===== config.mk =====
export PLATFORM = sky130hd
export DESIGN_NAME = ctx_rf_top
export DESIGN_NICKNAME = d
export VERILOG_FILES = /design/src/rtl/ctx_rf_pkg.sv /design/src/rtl/ctx_rr_pick.sv /design/src/rtl/ctx_sched.sv /design/src/rtl/ctx_rf_array.sv /design/src/rtl/ctx_rf_top.sv
export SDC_FILE = /design/constraint.sdc
export NUM_CORES = 2
export LEC_CHECK = 0
export BUFFER_PORTS_ARGS = -buffer_cell sky130_fd_sc_hd__buf_2
export CAP_MARGIN = 20
export CORE_AREA = 5 5 312 314
export CTS_CLUSTER_SIZE = 40
export DETAILED_ROUTE_END_ITERATION = 12
export DIE_AREA = 0 0 317 319
export GPL_ROUTABILITY_DRIVEN = 0
export PLACE_DENSITY = 0.77
export RECOVER_POWER = 50
export SLEW_MARGIN = 20
export SYNTH_ARGS = -nofsm -noshare
export SYNTH_HDL_FRONTEND = slang
export SYNTH_SLANG_ARGS = --single-unit

===== constraint.sdc =====
create_clock -name clk_i -period 4.45 [get_ports clk_i]
set_input_delay 0.6675 -clock clk_i [delete_from_list [all_inputs] [get_ports clk_i]]
set_output_delay 0.6675 -clock clk_i [all_outputs]
set_load 0.005 [all_outputs]

===== src/rtl/ctx_rf_pkg.sv =====
package ctx_rf_pkg;
  typedef enum logic {
    SCHED_FINE   = 1'b0,
    SCHED_COARSE = 1'b1
  } sched_mode_e;

  localparam int unsigned DEF_NUM_CTX = 4;
  localparam int unsigned DEF_NUM_REG = 8;
  localparam int unsigned DEF_DATA_W  = 32;
endpackage


===== src/rtl/ctx_rr_pick.sv =====
// Round-robin search for a ready thread, starting after cur_i; cur_i is tried last.
module ctx_rr_pick #(
  parameter int unsigned NUM_CTX = 4,
  localparam int unsigned CTX_W  = (NUM_CTX > 1) ? $clog2(NUM_CTX) : 1
) (
  input  logic [CTX_W-1:0]   cur_i,
  input  logic [NUM_CTX-1:0] stall_i,
  output logic [CTX_W-1:0]   pick_o,
  output logic               any_o
);
  always_comb begin
    pick_o = cur_i;
    // walk from farthest to nearest so the nearest ready thread wins
    for (int k = NUM_CTX; k >= 1; k--) begin
      int unsigned cand;
      cand = (int'(cur_i) + k) % NUM_CTX;
      if (!stall_i[cand]) pick_o = CTX_W'(cand);
    end
    any_o = ~&stall_i;
  end
endmodule


===== src/rtl/ctx_sched.sv =====
module ctx_sched
  import ctx_rf_pkg::*;
#(
  parameter int unsigned NUM_CTX = 4,
  localparam int unsigned CTX_W  = (NUM_CTX > 1) ? $clog2(NUM_CTX) : 1
) (
  input  logic               clk_i,
  input  logic               rst_ni,
  input  sched_mode_e        mode_i,
  input  logic [NUM_CTX-1:0] stall_i,
  input  logic               long_stall_i,
  output logic [CTX_W-1:0]   active_ctx_o,
  output logic               ctx_valid_o
);
  logic [CTX_W-1:0] cur_q, pick;
  logic             valid_q, any_ready, do_switch;

  ctx_rr_pick #(.NUM_CTX(NUM_CTX)) u_pick (
    .cur_i   (cur_q),
    .stall_i (stall_i),
    .pick_o  (pick),
    .any_o   (any_ready)
  );

  always_comb begin
    unique case (mode_i)
      SCHED_FINE:   do_switch = any_ready;
      SCHED_COARSE: do_switch = any_ready & long_stall_i;
      default:      do_switch = 1'b0;
    endcase
  end

  always_ff @(posedge clk_i or negedge rst_ni) begin
    if (!rst_ni) begin
      cur_q   <= '0;
      valid_q <= 1'b0;
    end else begin
      if (do_switch) cur_q <= pick;
      valid_q <= any_ready;
    end
  end

  assign active_ctx_o = cur_q;
  assign ctx_valid_o  = valid_q;
endmodule


===== src/rtl/ctx_rf_array.sv =====
module ctx_rf_array #(
  parameter int unsigned NUM_CTX = 4,
  parameter int unsigned NUM_REG = 8,
  parameter int unsigned DATA_W  = 32,
  parameter int unsigned NUM_RD  = 2,
  localparam int unsigned CTX_W  = (NUM_CTX > 1) ? $clog2(NUM_CTX) : 1,
  localparam int unsigned IDX_W  = (NUM_REG > 1) ? $clog2(NUM_REG) : 1,
  localparam int unsigned ADDR_W = CTX_W + IDX_W,
  localparam int unsigned DEPTH  = NUM_CTX * NUM_REG
) (
  input  logic                          clk_i,
  input  logic                          rst_ni,
  input  logic                          wr_en_i,
  input  logic [CTX_W-1:0]              wr_ctx_i,
  input  logic [IDX_W-1:0]              wr_idx_i,
  input  logic [DATA_W-1:0]             wr_data_i,
  input  logic [NUM_RD-1:0][CTX_W-1:0]  rd_ctx_i,
  input  logic [NUM_RD-1:0][IDX_W-1:0]  rd_idx_i,
  output logic [NUM_RD-1:0][DATA_W-1:0] rd_data_o
);
  logic [DATA_W-1:0] mem_q [DEPTH];
  logic [ADDR_W-1:0] wr_addr;

  assign wr_addr = {wr_ctx_i, wr_idx_i};

  always_ff @(posedge clk_i or negedge rst_ni) begin
    if (!rst_ni) begin
      for (int e = 0; e < DEPTH; e++) mem_q[e] <= '0;
    end else if (wr_en_i) begin
      mem_q[wr_addr] <= wr_data_i;
    end
  end

  // read before write: old contents are seen during a write cycle
  for (genvar p = 0; p < NUM_RD; p++) begin : g_rd
    logic [ADDR_W-1:0] rd_addr;
    assign rd_addr      = {rd_ctx_i[p], rd_idx_i[p]};
    assign rd_data_o[p] = mem_q[rd_addr];
  end
endmodule


===== src/rtl/ctx_rf_top.sv =====
module ctx_rf_top
  import ctx_rf_pkg::*;
#(
  parameter int unsigned NUM_CTX = DEF_NUM_CTX,
  parameter int unsigned NUM_REG = DEF_NUM_REG,
  parameter int unsigned DATA_W  = DEF_DATA_W,
  localparam int unsigned CTX_W  = (NUM_CTX > 1) ? $clog2(NUM_CTX) : 1,
  localparam int unsigned IDX_W  = (NUM_REG > 1) ? $clog2(NUM_REG) : 1
) (
  input  logic               clk_i,
  input  logic               rst_ni,
  input  logic               mode_i,
  input  logic [NUM_CTX-1:0] stall_i,
  input  logic               long_stall_i,
  input  logic               wr_en_i,
  input  logic [CTX_W-1:0]   wr_ctx_i,
  input  logic [IDX_W-1:0]   wr_idx_i,
  input  logic [DATA_W-1:0]  wr_data_i,
  input  logic [CTX_W-1:0]   rd_a_ctx_i,
  input  logic [IDX_W-1:0]   rd_a_idx_i,
  output logic [DATA_W-1:0]  rd_a_data_o,
  input  logic [CTX_W-1:0]   rd_b_ctx_i,
  input  logic [IDX_W-1:0]   rd_b_idx_i,
  output logic [DATA_W-1:0]  rd_b_data_o,
  output logic [CTX_W-1:0]   active_ctx_o,
  output logic               ctx_valid_o
);
  localparam int unsigned NUM_RD = 2;

  logic [NUM_RD-1:0][CTX_W-1:0]  rd_ctx;
  logic [NUM_RD-1:0][IDX_W-1:0]  rd_idx;
  logic [NUM_RD-1:0][DATA_W-1:0] rd_data;
  sched_mode_e                   mode;

  assign rd_ctx      = {rd_b_ctx_i, rd_a_ctx_i};
  assign rd_idx      = {rd_b_idx_i, rd_a_idx_i};
  assign rd_a_data_o = rd_data[0];
  assign rd_b_data_o = rd_data[1];
  assign mode        = sched_mode_e'(mode_i);

  ctx_rf_array #(
    .NUM_CTX (NUM_CTX),
    .NUM_REG (NUM_REG),
    .DATA_W  (DATA_W),
    .NUM_RD  (NUM_RD)
  ) u_array (
    .clk_i     (clk_i),
    .rst_ni    (rst_ni),
    .wr_en_i   (wr_en_i),
    .wr_ctx_i  (wr_ctx_i),
    .wr_idx_i  (wr_idx_i),
    .wr_data_i (wr_data_i),
    .rd_ctx_i  (rd_ctx),
    .rd_idx_i  (rd_idx),
    .rd_data_o (rd_data)
  );

  ctx_sched #(.NUM_CTX(NUM_CTX)) u_sched (
    .clk_i        (clk_i),
    .rst_ni       (rst_ni),
    .mode_i       (mode),
    .stall_i      (stall_i),
    .long_stall_i (long_stall_i),
    .active_ctx_o (active_ctx_o),
    .ctx_valid_o  (ctx_valid_o)
  );
endmodule


# Yosys cells after proc, flatten, opt, wreduce, memory -nomap -nowiden
# Cells that the tools add are included.
[classes]
n_addsub = 4
mul = 0
n_div = 0
order_cmp = 8
n_eq_ne = 1
shift = 0
n_mux = 22
n_bitwise = 5
n_reduce_logical = 4
[ops]
columns = ["cell", "count"]
rows = [
  ["$bwmux W1024", 1],
  ["$bmux W32 S5", 2],
  ["$demux W32 S5", 1],
  ["$mux W32", 5],
  ["$ge A6 B6 Y1 const B", 3],
  ["$not A5 Y6", 3],
  ["$lt A2 B3 Y1 const B", 4],
  ["$bmux W1 S2", 4],
  ["$mux W2", 4],
  ["$lt A6 B1 Y1 const B", 1],
  ["$add A2 B1 Y2 const B", 2],
  ["$add A2 B2 Y2 const B", 2],
  ["$mux W1", 4],
  ["$ne A4 B4 Y1 const B", 1],
  ["$reduce_and A4 Y1", 1],
  ["$pmux W1 S2", 1],
  ["$reduce_and A2 Y1", 1],
  ["$and A1 B1 Y1", 1],
  ["$logic_and A1 B1 Y1", 1],
  ["$logic_not A1 Y1", 1],
  ["$not A1 Y1", 1],
]
[totals]
regBits = 1027
latch_bits = 0
mem_bits_rw = 0
romBits = 0
out_inout_bits = 67
word_cells = 78
n_memories = 0

# Depth between registers and ports, before layout
[depth]
word_depth = 7
mapped_depth = 8

# Modules after synthesis
# From an unflattened synthesis, not the netlist that was laid out.
[unflattened]
hier_cells = 4625
hier_area_um2 = 56435.4
[modules_own_cells]
columns = ["module", "instances", "cells_per_inst", "area_per_inst_um2", "seq_area_each_um2"]
rows = [
  ["ctx_rf_array", 1, 4605, 56245.2, 25624.6],
  ["ctx_sched", 1, 7, 110.1, 75.1],
  ["ctx_rr_pick", 1, 13, 80.1, 0.0],
]

# Worst setup path before layout
# OpenSTA, ideal clock, no wires.
[synth_path]
kind = "input -> output"
from = "input rd_a_idx_i[1]"
to = "output rd_a_data_o[10]"
arrival_ns = 1.867
t_required_ns = 3.783
setup_slack_ns = 1.915
stages = 7
n_path_buf = 3
cell_sequence = "buf_2 -> buf_2 -> buf_2 -> mux2i_1 -> a22oi_1 -> a31oi_1 -> nand3_1"
[synth_via]
elab_chain_cells = 4
[synth_lines]
columns = ["element", "line", "rtl"]
rows = [
  ["from (decl)", "ctx_rf_top.sv:20", "input logic [IDX_W-1:0] rd_a_idx_i,"],
  ["$not A5 Y6 (not written as such)", "ctx_rf_array.sv:38", "assign rd_data_o[p] = mem_q[rd_addr];"],
  ["$bmux W32 S5", "ctx_rf_array.sv:38", ""],
  ["$mux W32 (not written as such) (2 in series)", "ctx_rf_array.sv:38", ""],
  ["to (decl)", "ctx_rf_top.sv:21", "output logic [DATA_W-1:0] rd_a_data_o,"],
]
# Every way passes these cells. The select of a mux whose other input is x is not followed.

# Worst setup path after layout
[layout_path]
from = "input rd_a_idx_i[0]"
to = "output rd_a_data_o[20]"
# Same word-level chain as after synthesis.

==> flow_summary.ini <==
[worst_hold_path]
hold_path_startpoint = stall_i[1]
min-delay-path-class = in2reg
min_path_cells = 2
hold-path-endpoint = u_sched.ctx_valid_o

[worst_setup_path]
critical_path_peak_fanout = 27
crit_arrival_ns = 2.84
r2r.worst_path.cells = 4
ff_to_ff_end = u_sched.active_ctx_o[1]
worst_setup_path_end_kind = output pin
rrSetupSlack_ns = 2.71
critical_path.reg2reg.startpoint = u_sched.active_ctx_o[1]
timing.critical_path.from_type = primary input
worst-endpoint-required_ns = 3.78
setup.worst_path.class = in2out

[pwr]
swShare_pct = 28.6
pwr-share-clk_pct = 33.2
leakage_nw = 29.1
power.share.combinational_pct = 19.9
worst_ir_drop_vdd_mv = 0.339
p_int_w = 0.0192
p_total_w = 0.0269
p_seq_share_pct = 46.9
switchingPower_w = 0.00771
cellPowerDensity_nw_per_um2 = 439

[clock_tree]
cts-root-to-sink-buffers = 3
cts-hold-fix-buffers = 0
clk_root_buffer_cell = sky130_fd_sc_hd__clkbuf_16
cts.reportedPaths.clkPinSlew_ns = 0.06
clk_latency_ns = 0.67
tritoncts_buffer_count = 105
postCtsSetupRepairBufs = 0
clock_tree_from_tritoncts = done
cts_num_sinks = 1027
h-tree-depth = 3
post_cts.resized_instances = 0

[logic_synthesis]
synth_top_area_share_pct = 45.9
synth-main-ff-cell = sky130_fd_sc_hd__dfrtp_1
synth-xor-area-share_pct = 0.0156
synthMuxAreaShare_pct = 38.9
synth_top_family_by_area = multiplexers
yosys_warnings = 0
edff_count_synth = 0
post_synth_and_or_nand_nor_area_fraction_pct = 4.25
net_count_after_synthesis = 4689
syn_inst = 4633
post_synth_most_frequent_cells = 1027 x sky130_fd_sc_hd__dfrtp_1, 1025 x sky130_fd_sc_hd__mux2i_1, 1006 x sky130_fd_sc_hd__mux2_2
post_synth_fa_ha_maj_area_fraction_pct = 0
fraction_of_registers_with_async_set_or_reset_after_synthesis_pct = 100
seq_area_frac_synth_pct = 45.9
yosys-top-cells-area = sky130_fd_sc_hd__dfrtp_1 46%, sky130_fd_sc_hd__mux2_2 20%, sky130_fd_sc_hd__mux2i_1 18%
most_used_standard_cell_by_instance_count_after_synthesis = sky130_fd_sc_hd__dfrtp_1
yosys.area.top_type = sky130_fd_sc_hd__dfrtp_1
synth-compound-area-share_pct = 7.13
synth.cell_area_um2 = 56000
ys_seq_elements = 1027
synth_cell_type_count = 34
syn_avg_cell_area_um2 = 12.1

[global_routing]
globalRoute.totalOverflow = 0
antenna_found_initial = 2
grt_pass1_vias = 41100
grt_max_degree = 102
grt_first_pass_wirelength_um = 253000
globalRouteTotalUtil_pct = 32.5

[detailed_routing]
drtPass1Iterations = 6
detail_route.iter0.violations = 4240
vias_per_cell = 6.78
detail-route-antenna-nets = 0
remaining_drc_errors = 0
avgRoutedWirePerCell_um = 28.2
vias = 40100
finalWirelength_um = 167000

[floorplanning]
design.core.area_um2 = 94300
die_w_um = 317
die_h_um = 319
initial_cell_density_of_the_core_pct = 59.4
fp.dieArea_um2 = 101000
num_io_pins = 123
number_of_standard_cell_rows_in_the_floorplan = 113

[sta]
post-route-period-util_pct = 78.8
fmax_mhz = 285
slew_worst_pin_ns = 3.11
maxSlewViolCount = 115
rsz0062_at_grt = false
timing.clock.skew_ns = 0.000708
hold-worst-slack_ns = 0.249
setup-tns-final_ns = 0
slew_headroom_pct = -107
finalSetupViolCount = 0
final.setup.worst_slack_ns = 0.941
report.final.hold_viol_count = 0
min_period_ns = 3.51

[layout]
num-fill-cells = 7113
drive_gt1_share_pct = 31.7
nets = 4625
layout-area-overhead-vs-synth_pct = 9.62

[outcome]
status = complete, but fails checks
violations = max-capacitance violations, max-slew violations

[job]
maxCapViolations = 2

[place]
place_ws_ns = 1.07
numPortBuffers = 122
hpwl_um = 95400
[logic make-up after synthesis]
| family | count (synthesis) |
|---|---|
| xor gates and xnor gates | 1 |
| DFF | 1027 |
| and+or+nand+nor | 521 |
| AOI/OAI and AO/OA | 586 |
| buffers and inverters | 448 |
| muxes | 2050 |
[worst max-delay path by stage]
| stage | end | start | cells after the start | slack, ns |
|---|---|---|---|---|
| after global routing | u_array.mem_q[175] | rst_ni | 2 | 0.48 |
| after detailed placement | rd_a_data_o[19] | rd_a_idx_i[2] | 8 | 1.07 |
| after global placement | rd_a_data_o[19] | rd_a_idx_i[2] | 8 | 1.08 |
| after floorplan | rd_a_data_o[10] | rd_a_idx_i[1] | 7 | 1.92 |
| after CTS | rd_a_data_o[19] | rd_a_idx_i[0] | 8 | 1.06 |
| final | rd_a_data_o[20] | rd_a_idx_i[0] | 8 | 0.94 |
[per-stage QoR]
step | util, % | area, um2 | std cells
after global routing | 65.1 | 61400 | 5916
after global placement | 61.6 | 58000 | 5727
after detailed placement | 61.6 | 58100 | 5727
after floorplan | - | 56000 | 4633
final | 65.1 | 61400 | 5916
after CTS | 65.2 | 61500 | 5914
[area by class of cell]
cell class | count | area, um2 | share of cell area, %
flip-flops and latches | 1027 | 25700 | 41.9
repair buffers | 275 | 2280 | 3.71
clock inverters | 29 | 333 | 0.542
multi-input cells | 3158 | 28400 | 46.2
inverters | 2 | 7.51 | 0.0122
clock buffers | 158 | 3120 | 5.08
well taps | 1265 | 1580 | 2.58
diodes | 2 | 5.00 | 0.00815
[sequential cells by signal (all words and copies together) (netlist names)]
signal / cells
u_array.mem_q: 1024
u_sched.active_ctx_o: 2
u_sched.ctx_valid_o: 1
[layout by cell type, fill, tap and decap left out, types with 109 or more instances in the layout]
master	n
sky130_fd_sc_hd__a22oi_1	192
sky130_fd_sc_hd__clkbuf_16	109
sky130_fd_sc_hd__a21oi_1	193
sky130_fd_sc_hd__nand3_1	194
sky130_fd_sc_hd__buf_2	116
sky130_fd_sc_hd__dfrtp_1	1027
sky130_fd_sc_hd__nand2_1	198
sky130_fd_sc_hd__a22o_1	128
sky130_fd_sc_hd__mux2_2	1006
sky130_fd_sc_hd__mux2i_1	1025
[power groups by stage]
stage | Combinational, W | Sequential [W] | Clock [W]
2_1_floorplan | 0.00403 | 0.0123 | 0
3_3_place_gp | 0.00514 | 0.0126 | 0
3_5_place_dp | 0.00531 | 0.0127 | 0
4_1_cts | 0.00535 | 0.0126 | 0.00905
5_1_grt | 0.00585 | 0.0128 | 0.00943
6_report | 0.00536 | 0.0126 | 0.00895
[metal layers]
metal	up-vias	part of all wire (%)	track usage, %
met2	1892	46	51.1
met1	20700	40	43.2
met3	531	8.1	6.31
li1	17000	-	-
met5	-	0	0
met4	0	5.7	16.4
[critical path: stages]
cell                      delay, ns
sky130_fd_sc_hd__buf_2         0.15
sky130_fd_sc_hd__and2_4        0.46
sky130_fd_sc_hd__buf_4         0.50
sky130_fd_sc_hd__buf_4         0.35
sky130_fd_sc_hd__a22oi_1       0.11
sky130_fd_sc_hd__nand3_1       0.13
sky130_fd_sc_hd__nand3_1       0.22
sky130_fd_sc_hd__buf_2         0.21
No activity file was read; power rests on OpenSTA's default activity.
